<file path="src/rtl/vtf_pkg.sv">
package vtf_pkg;

    typedef enum logic [1:0] {
        PM_FIELD_PIN,
        PM_DATA_EN,
        PM_FIELD_DERIVED,
        PM_EMBEDDED
    } pin_mode_e;

    typedef enum logic [1:0] {
        FD_NO_SYNC,
        FD_MEASURE,
        FD_LOCKED
    } fd_state_e;

    function automatic pin_mode_e decode_mode(input logic embedded,
                                              input logic pin_is_de,
                                              input logic pc_graphics);
        if (embedded)
            return PM_EMBEDDED;
        else if (!pin_is_de)
            return PM_FIELD_PIN;
        else if (pc_graphics)
            return PM_DATA_EN;
        else
            return PM_FIELD_DERIVED;
    endfunction

endpackage

</file>
<file path="src/rtl/vtf_field_fsm.sv">
module vtf_field_fsm
    import vtf_pkg::*;
#(
    parameter int HPOS_W = 12
) (
    input  logic clk,
    input  logic rst,
    input  logic hs_rise,
    input  logic vs_rise,
    output logic field_id
);
    localparam logic [HPOS_W-1:0] HPOS_MAX = {HPOS_W{1'b1}};
    localparam int WIDE_W = HPOS_W + 2;

    fd_state_e         state_q, state_nx;
    logic [HPOS_W-1:0] hpos_q;
    logic [HPOS_W-1:0] hper_q;
    logic [WIDE_W-1:0] pos_x4, per_x1, per_x3;
    logic              in_window;

    // state register
    always_ff @(posedge clk) begin
        if (rst)
            state_q <= FD_NO_SYNC;
        else
            state_q <= state_nx;
    end

    // next-state logic
    always_comb begin
        state_nx = state_q;
        unique case (state_q)
            FD_NO_SYNC: if (hs_rise) state_nx = FD_MEASURE;
            FD_MEASURE: begin
                if (hs_rise)                 state_nx = FD_LOCKED;
                else if (hpos_q == HPOS_MAX) state_nx = FD_NO_SYNC;
            end
            FD_LOCKED:  if (!hs_rise && hpos_q == HPOS_MAX) state_nx = FD_NO_SYNC;
            default:    state_nx = FD_NO_SYNC;
        endcase
    end

    // line position and period measurement
    always_ff @(posedge clk) begin
        if (rst) begin
            hpos_q <= '0;
            hper_q <= '0;
        end else if (hs_rise) begin
            hper_q <= (hpos_q == HPOS_MAX) ? HPOS_MAX : hpos_q + 1'b1;
            hpos_q <= '0;
        end else if (hpos_q != HPOS_MAX) begin
            hpos_q <= hpos_q + 1'b1;
        end
    end

    assign pos_x4    = {hpos_q, 2'b00};
    assign per_x1    = {2'b00, hper_q};
    assign per_x3    = {1'b0, hper_q, 1'b0} + {2'b00, hper_q};
    assign in_window = (pos_x4 >= per_x1) && (pos_x4 <= per_x3);

    // field output register
    always_ff @(posedge clk) begin
        if (rst)
            field_id <= 1'b0;
        else if (vs_rise && state_q == FD_LOCKED)
            field_id <= in_window;
    end


    locked_has_period_chk: assert property (@(posedge clk) disable iff (rst)
        (state_q == FD_LOCKED) |-> (hper_q != '0));


    field_hold_chk: assert property (@(posedge clk) disable iff (rst)
        !vs_rise |=> $stable(field_id));


    aligned_field_zero_chk: assert property (@(posedge clk) disable iff (rst)
        (vs_rise && hs_rise && state_q == FD_LOCKED && hper_q > 4) |=> !field_id);

endmodule

</file>
<file path="src/rtl/vtf_line_counter.sv">
module vtf_line_counter #(
    parameter int LINE_W = 11
) (
    input  logic              clk,
    input  logic              rst,
    input  logic              hs_rise,
    input  logic              frame_start,
    output logic [LINE_W-1:0] total_o
);
    localparam logic [LINE_W-1:0] CNT_MAX = {LINE_W{1'b1}};

    logic [LINE_W-1:0] run_q;

    always_ff @(posedge clk) begin
        if (rst) begin
            run_q   <= '0;
            total_o <= '0;
        end else if (frame_start) begin
            total_o <= run_q;
            run_q   <= hs_rise ? LINE_W'(1) : '0;
        end else if (hs_rise && run_q != CNT_MAX) begin
            run_q <= run_q + 1'b1;
        end
    end


    count_monotonic_chk: assert property (@(posedge clk) disable iff (rst)
        !frame_start |=> (run_q >= $past(run_q)));


    restart_small_chk: assert property (@(posedge clk) disable iff (rst)
        frame_start |=> (run_q <= LINE_W'(1)));


    total_only_on_start_chk: assert property (@(posedge clk) disable iff (rst)
        !frame_start |=> $stable(total_o));

endmodule

</file>
<file path="src/rtl/vtf_out_stage.sv">
module vtf_out_stage #(
    parameter int PIX_W = 10,
    parameter int N_CH  = 3
) (
    input  logic             clk,
    input  logic             rst,
    input  logic [PIX_W-1:0] pix_i   [N_CH],
    input  logic [PIX_W-1:0] blank_i [N_CH],
    input  logic             gate_blank,
    input  logic             hs_lvl,
    input  logic             vs_lvl,
    input  logic             fid_lvl,
    input  logic             hs_pos,
    input  logic             vs_neg,
    input  logic             fid_pos,
    output logic [PIX_W-1:0] pix_o   [N_CH],
    output logic             hs_o,
    output logic             vs_o,
    output logic             fid_o
);
    for (genvar ch = 0; ch < N_CH; ch++) begin : g_ch
        always_ff @(posedge clk) begin
            if (rst || gate_blank)
                pix_o[ch] <= blank_i[ch];
            else
                pix_o[ch] <= pix_i[ch];
        end


        blank_when_gated_chk: assert property (@(posedge clk) disable iff (rst)
            gate_blank |=> (pix_o[ch] == $past(blank_i[ch])));
    end

    always_ff @(posedge clk) begin
        if (rst) begin
            hs_o  <= ~hs_pos;
            vs_o  <= vs_neg;
            fid_o <= ~fid_pos;
        end else begin
            hs_o  <= hs_lvl  ^ ~hs_pos;
            vs_o  <= vs_lvl  ^ vs_neg;
            fid_o <= fid_lvl ^ ~fid_pos;
        end
    end

endmodule

</file>
<file path="src/rtl/vid_timing_front.sv">
module vid_timing_front
    import vtf_pkg::*;
#(
    parameter int PIX_W     = 10,
    parameter int LINE_W    = 11,
    parameter int HPOS_W    = 12,
    parameter int BLANK_LOW = 64,
    parameter int BLANK_MID = 512
) (
    input  logic              clk,
    input  logic              rst,
    input  logic              cfg_pin_is_de,
    input  logic              cfg_pc_graphics,
    input  logic              cfg_rgb_space,
    input  logic              cfg_sync_embedded,
    input  logic              cfg_vs_neg,
    input  logic              cfg_hs_pos,
    input  logic              cfg_fid_pos,
    input  logic              hs_in,
    input  logic              vs_in,
    input  logic              fid_de_in,
    input  logic [PIX_W-1:0]  pix_y_g,
    input  logic [PIX_W-1:0]  pix_pb_b,
    input  logic [PIX_W-1:0]  pix_pr_r,
    output logic [PIX_W-1:0]  out_y_g,
    output logic [PIX_W-1:0]  out_pb_b,
    output logic [PIX_W-1:0]  out_pr_r,
    output logic              hs_out,
    output logic              vs_out,
    output logic              fid_out,
    output logic [LINE_W-9:0] line_total_hi,
    output logic [7:0]        line_total_lo
);
    localparam int N_CH = 3;
    localparam logic [PIX_W-1:0] CODE_LOW = PIX_W'(BLANK_LOW);
    localparam logic [PIX_W-1:0] CODE_MID = PIX_W'(BLANK_MID);

    pin_mode_e         mode;
    logic              hs_int, vs_int, pin_int;
    logic              hs_q, vs_q;
    logic              hs_rise, vs_rise;
    logic              derived_fid;
    logic              fid_lvl;
    logic              gate_blank;
    logic [LINE_W-1:0] total;
    logic [PIX_W-1:0]  pix_arr   [N_CH];
    logic [PIX_W-1:0]  blank_arr [N_CH];
    logic [PIX_W-1:0]  out_arr   [N_CH];

    assign mode    = decode_mode(cfg_sync_embedded, cfg_pin_is_de, cfg_pc_graphics);
    assign hs_int  = hs_in     & (mode != PM_EMBEDDED);
    assign vs_int  = vs_in     & (mode != PM_EMBEDDED);
    assign pin_int = fid_de_in & (mode != PM_EMBEDDED);

    always_ff @(posedge clk) begin
        if (rst) begin
            hs_q <= 1'b0;
            vs_q <= 1'b0;
        end else begin
            hs_q <= hs_int;
            vs_q <= vs_int;
        end
    end

    assign hs_rise = hs_int & ~hs_q;
    assign vs_rise = vs_int & ~vs_q;

    // field and gating selection per mode
    always_comb begin
        fid_lvl    = 1'b0;
        gate_blank = 1'b0;
        unique case (mode)
            PM_FIELD_PIN:     fid_lvl = pin_int;
            PM_DATA_EN:       gate_blank = ~pin_int;
            PM_FIELD_DERIVED: fid_lvl = derived_fid;
            PM_EMBEDDED:      fid_lvl = 1'b0;
            default:          fid_lvl = 1'b0;
        endcase
    end

    assign blank_arr[0] = CODE_LOW;
    assign blank_arr[1] = cfg_rgb_space ? CODE_LOW : CODE_MID;
    assign blank_arr[2] = cfg_rgb_space ? CODE_LOW : CODE_MID;

    assign pix_arr[0] = pix_y_g;
    assign pix_arr[1] = pix_pb_b;
    assign pix_arr[2] = pix_pr_r;

    vtf_field_fsm #(.HPOS_W(HPOS_W)) u_field (
        .clk      (clk),
        .rst      (rst),
        .hs_rise  (hs_rise),
        .vs_rise  (vs_rise),
        .field_id (derived_fid)
    );

    vtf_line_counter #(.LINE_W(LINE_W)) u_lines (
        .clk         (clk),
        .rst         (rst),
        .hs_rise     (hs_rise),
        .frame_start (vs_rise),
        .total_o     (total)
    );

    vtf_out_stage #(.PIX_W(PIX_W), .N_CH(N_CH)) u_out (
        .clk        (clk),
        .rst        (rst),
        .pix_i      (pix_arr),
        .blank_i    (blank_arr),
        .gate_blank (gate_blank),
        .hs_lvl     (hs_int),
        .vs_lvl     (vs_int),
        .fid_lvl    (fid_lvl),
        .hs_pos     (cfg_hs_pos),
        .vs_neg     (cfg_vs_neg),
        .fid_pos    (cfg_fid_pos),
        .pix_o      (out_arr),
        .hs_o       (hs_out),
        .vs_o       (vs_out),
        .fid_o      (fid_out)
    );

    assign out_y_g       = out_arr[0];
    assign out_pb_b      = out_arr[1];
    assign out_pr_r      = out_arr[2];
    assign line_total_hi = total[LINE_W-1:8];
    assign line_total_lo = total[7:0];


    embedded_sync_idle_chk: assert property (@(posedge clk) disable iff (rst)
        cfg_sync_embedded |=> (hs_out == !$past(cfg_hs_pos)) && (vs_out == $past(cfg_vs_neg)));


    embedded_total_frozen_chk: assert property (@(posedge clk) disable iff (rst)
        cfg_sync_embedded |=> ({line_total_hi, line_total_lo} == $past({line_total_hi, line_total_lo})));


    pin_field_follow_chk: assert property (@(posedge clk) disable iff (rst)
        (!cfg_sync_embedded && !cfg_pin_is_de) |=> (fid_out == ($past(fid_de_in) ~^ $past(cfg_fid_pos))));


    ycc_luma_blank_chk: assert property (@(posedge clk) disable iff (rst)
        (mode == PM_DATA_EN && !fid_de_in) |=> (out_y_g == CODE_LOW));

endmodule

</file>
<file path="config.mk">
export PLATFORM = sky130hd
export DESIGN_NAME = vid_timing_front
export DESIGN_NICKNAME = d
export VERILOG_FILES = /design/src/rtl/vtf_pkg.sv /design/src/rtl/vtf_field_fsm.sv /design/src/rtl/vtf_line_counter.sv /design/src/rtl/vtf_out_stage.sv /design/src/rtl/vid_timing_front.sv
export SDC_FILE = /design/constraint.sdc
export NUM_CORES = 1
export LEC_CHECK = 0
export BUFFER_PORTS_ARGS = -buffer_cell sky130_fd_sc_hd__buf_2
export CAP_MARGIN = 25
export CORE_UTILIZATION = 42
export DETAILED_ROUTE_END_ITERATION = 8
export PLACE_DENSITY_LB_ADDON = 0.05
export SYNTH_ARGS = -nofsm -noshare
export SYNTH_HDL_FRONTEND = slang
export SYNTH_HIERARCHICAL = 1
export SYNTH_SLANG_ARGS = --single-unit
</file>
<file path="constraint.sdc">
create_clock -name clk -period 2.7 [get_ports clk]
set_input_delay 0.135 -clock clk [delete_from_list [all_inputs] [get_ports clk]]
set_output_delay 0.135 -clock clk [all_outputs]
set_load 0.01 [all_outputs]
</file>
==> results of run 1 <==
## routing by layer
layer,GRT usage,vias up
met1,0.250,1723
met5,0,-
met4,0.0437,0
met3,0.0619,6
met2,0.324,75
li1,-,1968
## power groups by stage
stage | registers, mW | logic (mW) | clock network (mW)
global placement | 1.35 | 0.415 | 0
global route | 1.33 | 0.526 | 0.981
detailed placement | 1.35 | 0.426 | 0
CTS | 1.32 | 0.469 | 0.918
floorplan | 1.37 | 0.244 | 0
finish | 1.32 | 0.479 | 0.891
## layout make-up
cell class / instances / area (sq um)
tap: 136 / 170
fill: 928 / 4400
inverter: 18 / 67.6
multi-input combinational: 368 / 2860
sequential: 84 / 1690
clock inverter: 4 / 50.0
clock buffer: 11 / 141
timing repair buffer: 154 / 1050
## worst max-delay path, cell delays in order, from the launching register on
cell,delay [ps]
dfxtp_4,390
nand2_2,70
fa_2,420
nor2b_4,130
o31a_1,160
o21a_1,190
o21a_1,170
xnor2_1,120
ha_1,270
a21oi_1,140
o21ai_0,110
a211oi_2,200
o32ai_1,100
o31ai_1,230
## per-stage QoR
step                hold slack (ps)  TNS (ps)
detailed placement              337      -206
finish                         32.4     -90.4
floorplan                       204         0
global route                   10.9      -280
CTS                            6.31     -82.7
global placement                330      -232
## final timing paths
check,end,slack [ps],depth (start not counted)
max,u_field/field_id$_SDFFE_PP0P_,-90,13
min,u_out/pix_o[6]$_DFF_P_,30,2
max reg2reg,u_field/field_id$_SDFFE_PP0P_,-90,13
min reg2reg,u_field/state_q[0]$_SDFFE_PP0P_,450,1
## state kept, by name, indices dropped and copies added (netlist names)
signal and cells:
hs_q 1, u_field/hper_q 12, vs_q 1, u_out/vs_o 1, u_field/hpos_q 12, u_field/state_q 2, u_out/pix_o 30, u_out/fid_o 1
u_lines/total_o 11, u_field/field_id 1, u_lines/run_q 11, u_out/hs_o 1
## synthesized netlist by cell type, types with 4 or more instances
master    count
a211oi_1     11
a21o_1        4
a21oi_1      20
and4_1        4
clkbuf_1     10
dfxtp_1      84
ha_1         35
inv_1        18
mux2_4       30
mux2i_1      13
nand2_1      22
nand2b_1      5
nand3_1      14
nand3b_1      5
nand4_1       4
nor2_1       61
nor2b_1       8
nor3_1        9
o211ai_1      5
o21ai_0      11
xnor2_1      12
xor2_1       11
## logic make-up after synthesis
kind of cell	count (synthesis)	share of synthesized area
and+or+nand+nor	161	0.191
DFF	84	0.370
AOI/OAI and AO/OA	77	0.120
muxes	45	0.133
adders and majority gates	36	0.101
buffers and inverters	35	0.0386
xor gates and xnor gates	23	0.0444
other	2	0.00165
## timing repair
item | in CTS | in global routing
endpoints found under the hold margin | 32 | 1
setup endpoints to repair | 1 | 1
resized for setup | 18 | 8
pin swaps | 3 | 10
buffers inserted | 3 | 1
hold buffers | 32 | 1
==> qor.yml, run 1 <==
die:
  core_sq_mm: 0.0104
  rows: 37
  start_util: 0.436
  fp.dieH_um: 106
  die_width_um: 106
  dieArea_sq_mm: 0.0112
  ios: 86
clock_tree:
  cts_made_buffers: 9
  clock_latency_ps: 350
  htreeDepth: 3
  cts_sinks: 84
  clk_path_buf_depth: 2
  cts_tree: "built"
  cts.clk_slew.worst_paths_ps: 80
  cts_root_buf: "clkbuf_8"
worst_setup_path:
  crit_start: "u_field/hper_q[1]$_SDFFE_PP0P_"
  end_kind: "flop"
  cp_data_arrival_time_ps: 3050
  worstReg2RegStart: "u_field/hper_q[1]$_SDFFE_PP0P_"
  cp-start-kind: "flop"
  cp.required_ps: 2960
  path_max_fanout: 6
  crit_type: "flop to flop"
global_route:
  gr-total-overflow: 0
  grt_max_degree: 37
  grt_antenna_before_repair: 0
  track_usage: 0.196
  grt_pass1_vias: 3777
  grt_pass1_wl_mm: 17.6
routing:
  wl_mm: 10.6
  vias: 3772
  met3_length_um: 498
  vias_per_cell: 4.87
  wl_met1_mm: 5.03
  route.detailed.drc: 0
  dr_wl_met2_mm: 5.00
  dr.pass1.iters: 5
  ant_nets: 0
  top_layer: "met4"
  wl_per_cell_um: 13.7
  drt_iter0_markers: 154
cells_and_area:
  layout.nets: 713
  layout_common_cells: "85 x buf_2, 81 x dfxtp_1, 60 x nor2_1, 35 x buf_4"
  area_delta_synth_final_pct: 32.6
  final_common_cell: "buf_2"
  diodes: 0
  fin_util: 0.578
  final_area_sq_mm: 0.00602
  layout-drive-gt1-share: 0.324
  stdcell_count: 775
power_and_ir_drop:
  clkPwrFrac: 0.331
  totalPowerFinal_mw: 2.69
  p_int_mw: 2.00
  p_leak_nw: 2.75
  comb_power_share: 0.178
  peakVddDrop_uv: 358
  p_switching_mw: 0.691
  sequentialPowerShare: 0.491
  power_switching_share: 0.257
  powerDensity_mw_per_mm2: 447
outcome:
  violations: "setup timing"
  outcome: "finished, violations left"
synthesis:
  async_flop_share: 0
  yosys.cell_types.count: 63
  synth_area_leaders: "dfxtp_1 37%, mux2_4 9.9%, ha_1 9.6%"
  synth_area_sq_mm: 0.00454
  yosys_warnings: 6
  synth_edf_count: 0
  ys_seq_elements: 84
  postSynthAreaPerCell_sq_um: 9.81
  syn_inst: 463
  yosysTopAreaCell: "dfxtp_1"
  yosysTopAreaCellShare: 0.370
  synth_ff_type: "dfxtp_1"
  ys_seq_area_frac: 0.370
placement:
  placed_area_sq_mm: 0.00538
  routabilityCongestion: 0.778
  dp_slack_ps: -206
  dp_cells: 723
  port_buffers: 85
  hpwl_mm: 7.42
sta:
  rsz0062_at_grt: "yes"
  max_freq_mhz: 358
  slew_headroom: 0.599
  worstMarginPinSlew_ps: 600
  post-route-period-util: 1.03
  post-route-min-period_ps: 2790
  drv_slew: 0
  finalHoldViolations: 0
  setup_viol: 1
  fin_ws_ps: -90.4
  skew_ps: 9.16
min_path:
  hold_path_startpoint: "cfg_rgb_space"
  hold_path_class: "input pin to flop"
job:
  maxCapViolations: 0
No activity file was read; power rests on OpenSTA's default activity.
==> run 2, diff against run 1 <==
Settings changed: CTS_BUF_LIST set to sky130_fd_sc_hd__clkbuf_8 sky130_fd_sc_hd__clkbuf_16, RECOVER_POWER set to 50.
==> qor.yml, run 2 (same netlist as run 1, synthesis figures left out) <==
min_path:
  hold_path_class: "input pin to flop"
  whs_path_depth: 3
die:
  dieArea_sq_mm: 0.0112
  ios: 86
  die_width_um: 106
  fp.dieH_um: 106
  start_util: 0.436
  rows: 37
  core_sq_mm: 0.0104
worst_setup_path:
  crit_path_frequent_cell: "o21a_1"
  critical_path.top_delay_family: "compound AO/OA/AOI/OAI gates"
  worstPathCellList: "nand2_2 > fa_2 > nor2b_4 > o31a_1 > o21a_1 > o21a_1 > xnor2_1 > ha_1 > a21oi_1 > o21ai_0 > a211oi_2 > o32ai_1 > o31ai_1"
  end_kind: "flop"
  cp.depth: 13
  crit_type: "flop to flop"
  cp_slowest_cell: "fa_2"
  cp.required_ps: 2960
  worstPathBufferInverterCount: 0
  reg2reg_depth: 13
  cpPeakStageDelay_ps: 420
  path_max_fanout: 6
  cp-start-kind: "flop"
  cp_data_arrival_time_ps: 3050
outcome:
  violations: "setup timing"
  outcome: "finished, violations left"
clock_tree:
  clk_path_buf_depth: 2
  cts_tree: "built"
  cts_root_buf: "clkbuf_8"
  cts_made_buffers: 9
  cts_sinks: 84
  cts.clk_slew.worst_paths_ps: 80
  clock_latency_ps: 350
  htreeDepth: 3
power_and_ir_drop:
  sequentialPowerShare: 0.498
  p_leak_nw: 2.55
  p_int_mw: 1.97
  clkPwrFrac: 0.333
  peakVddDrop_uv: 359
  power_switching_share: 0.258
  powerDensity_mw_per_mm2: 451
  comb_power_share: 0.170
  p_switching_mw: 0.685
cells_and_area:
  diodes: 0
  layout-drive-gt1-share: 0.249
  largest_reg_flops: 30
  fin_util: 0.565
  regMostFlops: "u_out/pix_o"
  layout_common_cells: "81 x dfxtp_1, 61 x nor2_1, 45 x clkbuf_1, 41 x buf_2, 35 x buf_4"
  layout.nets: 713
  final_common_cell: "dfxtp_1"
  final_area_sq_mm: 0.00589
  area_delta_synth_final_pct: 29.7
  biggestRegsByFlops: "u_out/pix_o x30, u_field/hper_q x12, u_field/hpos_q x12"
routing:
  vias: 3781
  wl_per_cell_um: 13.7
  wl_mm: 10.6
  route.detailed.drc: 0
  vias_per_cell: 4.88
  ant_nets: 0
  dr.pass1.iters: 5
  drt_iter0_markers: 172
sta:
  post-route-min-period_ps: 2790
  skew_ps: 9.27
  worstMarginPinSlew_ps: 1330
  max_freq_mhz: 359
  finalHoldViolations: 0
  post-route-period-util: 1.03
  rsz0062_at_grt: "yes"
  drv_slew: 0
  fin_ws_ps: -86.5
  slew_headroom: 0.115
  setup_viol: 1
job:
  maxCapViolations: 0
placement:
  routabilityCongestion: 0.778
  port_buffers: 85
  placed_area_sq_mm: 0.00538
  hpwl_mm: 7.42
  dp_slack_ps: -206
global_route:
  grt_antenna_before_repair: 0
  gr-total-overflow: 0
  grt_pass1_wl_mm: 17.6
  grt_max_degree: 37
  grt_pass1_vias: 3777
  track_usage: 0.196
## run 2: cell type report
cell class	instances	area [sq um]
Tap cell	136	170
Timing Repair Buffer	154	967
Fill cell	970	4530
Inverter	18	67.6
Clock buffer	10	138
Multi-Input combinational cell	368	2800
Clock inverter	5	53.8
Sequential cell	84	1690
## run 2: what timing repair did
action / in CTS / in global routing
setup endpoints to repair: 1 / 1
hold endpoints to repair: 32 / 1
hold buffers: 32 / 1
buffers inserted: 3 / 1
pin swaps: 3 / 10
resized for setup: 18 / 8
## run 2: worst register-to-register path, stage by stage (launching register included)
cell      delay [ps]
dfxtp_4          390
nand2_2           70
fa_2             420
nor2b_4          130
o31a_1           160
o21a_1           190
o21a_1           170
xnor2_1          120
ha_1             270
a21oi_1          140
o21ai_0          110
a211oi_2         190
o32ai_1          100
o31ai_1          230
## run 2: per-stage QoR
| step | TNS (ps) | cells | hold WS, ps | power [mW] |
|---|---|---|---|---|
| floorplan | 0 | 487 | 204 | 1.62 |
| global placement | -232 | 722 | 330 | 1.76 |
| detailed placement | -206 | 723 | 337 | 1.78 |
| CTS | -82.7 | 773 | 6.31 | 2.71 |
| global route | -280 | 775 | 11.0 | 2.80 |
| finish | -86.5 | 775 | 33.3 | 2.66 |
## run 2: per-layer routing
layer	GRT usage	up-vias	wire length, um
met4	0.0437	0	63
met1	0.250	1724	5010
li1	-	1968	-
met5	0	-	0
met2	0.324	84	5010
met3	0.0619	5	527
## run 2: path summary, 6_finish.rpt
check,start,endpoint,slack [ps]
max,u_field/hper_q[1]$_SDFFE_PP0P_,u_field/field_id$_SDFFE_PP0P_,-90
min reg2reg,u_field/state_q[1]$_SDFFE_PP0P_,u_field/state_q[0]$_SDFFE_PP0P_,450
min,vs_in,vs_q$_SDFF_PP0_,30
max reg2reg,u_field/hper_q[1]$_SDFFE_PP0P_,u_field/field_id$_SDFFE_PP0P_,-90
## run 2: power groups by stage
| stage | logic (mW) | clock network (mW) | registers, mW |
|---|---|---|---|
| 3_5_place_dp | 0.426 | 0 | 1.35 |
| 6_report | 0.451 | 0.884 | 1.32 |
| 5_1_grt | 0.497 | 0.978 | 1.33 |
| 4_1_cts | 0.469 | 0.915 | 1.32 |
| 3_3_place_gp | 0.415 | 0 | 1.35 |
| 2_1_floorplan | 0.244 | 0 | 1.37 |
==> run 3, diff against run 2 <==
Settings changed: CORE_UTILIZATION 42 to 56, RECOVER_POWER 50 to not set.
Clock period 2.7 ns to 2.9 ns, I/O delays scaled along.
==> qor.yml, run 3 (same netlist as run 1, synthesis figures left out) <==
outcome:
  outcome: "finished, final reports clean"
sta:
  setup_viol: 0
  hold_ws_ps: 11.7
  worstMarginPinSlew_ps: 676
  drv_slew: 0
  slew_headroom: 0.548
  skew_ps: 8.68
  post-route-period-util: 0.970
  fin_ws_ps: 86.6
  post-route-min-period_ps: 2810
  max_freq_mhz: 355
  finalHoldViolations: 0
  rsz0062_at_grt: "yes"
routing:
  route.detailed.drc: 0
  wl_per_cell_um: 13.8
  drt_iter0_markers: 192
  vias: 3699
  ant_nets: 0
  dr.pass1.iters: 4
  wl_mm: 9.51
  vias_per_cell: 5.36
die:
  fp.dieH_um: 92.0
  ios: 86
  rows: 32
  dieArea_sq_mm: 0.00847
  core_sq_mm: 0.00777
  die_width_um: 92.0
  start_util: 0.585
clock_tree:
  cts_root_buf: "clkbuf_8"
  htreeDepth: 3
  clock_latency_ps: 350
  cts_made_buffers: 9
  cts_tree: "built"
  cts.clk_slew.worst_paths_ps: 90
  clk_path_buf_depth: 2
  cts_sinks: 84
worst_setup_path:
  cp-start-kind: "flop"
  end_kind: "flop"
  cp_data_arrival_time_ps: 3080
  cp.required_ps: 3170
  crit_type: "flop to flop"
  path_max_fanout: 4
cells_and_area:
  stdcell_count: 690
  layout-drive-gt1-share: 0.328
  final_common_cell: "buf_2"
  layout.nets: 661
  area_delta_synth_final_pct: 21.9
  largest_reg_flops: 30
  fillers: 635
  biggestRegsByFlops: "u_out/pix_o x30, u_field/hper_q x12, u_field/hpos_q x12"
  regMostFlops: "u_out/pix_o"
  final_area_sq_mm: 0.00554
  diodes: 0
  layout_common_cells: "85 x buf_2, 80 x dfxtp_1, 60 x nor2_1, 32 x ha_1, 30 x mux2_4"
global_route:
  gr-total-overflow: 0
  track_usage: 0.231
  grt_antenna_before_repair: 0
  grt_pass1_vias: 3466
  grt_pass1_wl_mm: 15.7
  grt_max_degree: 37
placement:
  dp_slack_ps: -0.569
  dp_cells: 669
  routabilityCongestion: 0.833
  placed_area_sq_mm: 0.00517
  hpwl_mm: 7.08
  port_buffers: 85
power_and_ir_drop:
  p_leak_nw: 2.51
  powerDensity_mw_per_mm2: 451
  totalPowerFinal_mw: 2.49
  peakVddDrop_uv: 342
job:
  maxCapViolations: 0
min_path:
  hold_path_class: "input pin to flop"
[run 3: worst max-delay path, cell delays in order, from the launching register on]
cell     delay, ps
dfxtp_4        380
ha_4           260
nor2b_2        150
o31a_1         280
o21a_1         230
o21a_1         210
xnor2_1        140
ha_1           330
and4_4         230
nand4_1        100
o21ai_1         90
o32ai_1        100
o31ai_1        230
[run 3: cell type report]
class	count	area, sq um	area share
clock buffer	9	124	0.0224
multi-input combinational	368	2880	0.521
timing repair buffer	102	563	0.102
sequential	84	1690	0.306
tap	102	128	0.0231
inverter	18	67.6	0.0122
clock inverter	7	80.1	0.0145
[run 3: final timing paths]
check | end | startpoint | slack [ps] | cells after the start
min reg2reg | u_field/state_q[0]$_SDFFE_PP0P_ | u_field/state_q[1]$_SDFFE_PP0P_ | 450 | 1
max reg2reg | u_field/field_id$_SDFFE_PP0P_ | u_field/hper_q[2]$_SDFFE_PP0P_ | 90 | 12
max | u_field/field_id$_SDFFE_PP0P_ | u_field/hper_q[2]$_SDFFE_PP0P_ | 90 | 12
min | u_out/pix_o[20]$_DFF_P_ | pix_y_g[0] | 10 | 2
[run 3: per-stage QoR]
| step | util | setup TNS [ps] |
|---|---|---|
| global placement | 0.665 | 0 |
| global route | 0.713 | -42.4 |
| finish | 0.713 | 0 |
| detailed placement | 0.665 | -0.569 |
| floorplan | - | 0 |
| CTS | 0.695 | 0 |
[run 3: timing repair]
action | in CTS | in global routing
endpoints found under the setup margin | 1 | 1
gates cloned | 0 | 0
hold endpoints to repair | 2 | 2
gates resized for setup | 3 | 31
buffers inserted | 0 | 1
pin swaps | 0 | 21
hold buffers | 2 | 2
[run 3: report_power, final]
| group | internal [mW] | switching, mW | total, mW |
|---|---|---|---|
| Clock | 0.410 | 0.458 | 0.868 |
| Sequential | 1.21 | 0.0292 | 1.24 |
| Combinational | 0.202 | 0.190 | 0.391 |
| Total | 1.82 | 0.676 | 2.49 |
[run 3: per-layer routing]
| layer | global-route usage | vias to the layer above | routed length (um) |
|---|---|---|---|
| met5 | 0 | - | 0 |
| met4 | 0.0703 | 0 | 94 |
| met3 | 0.0522 | 9 | 433 |
| met2 | 0.388 | 83 | 4640 |
| met1 | 0.293 | 1740 | 4340 |
| li1 | - | 1867 | - |
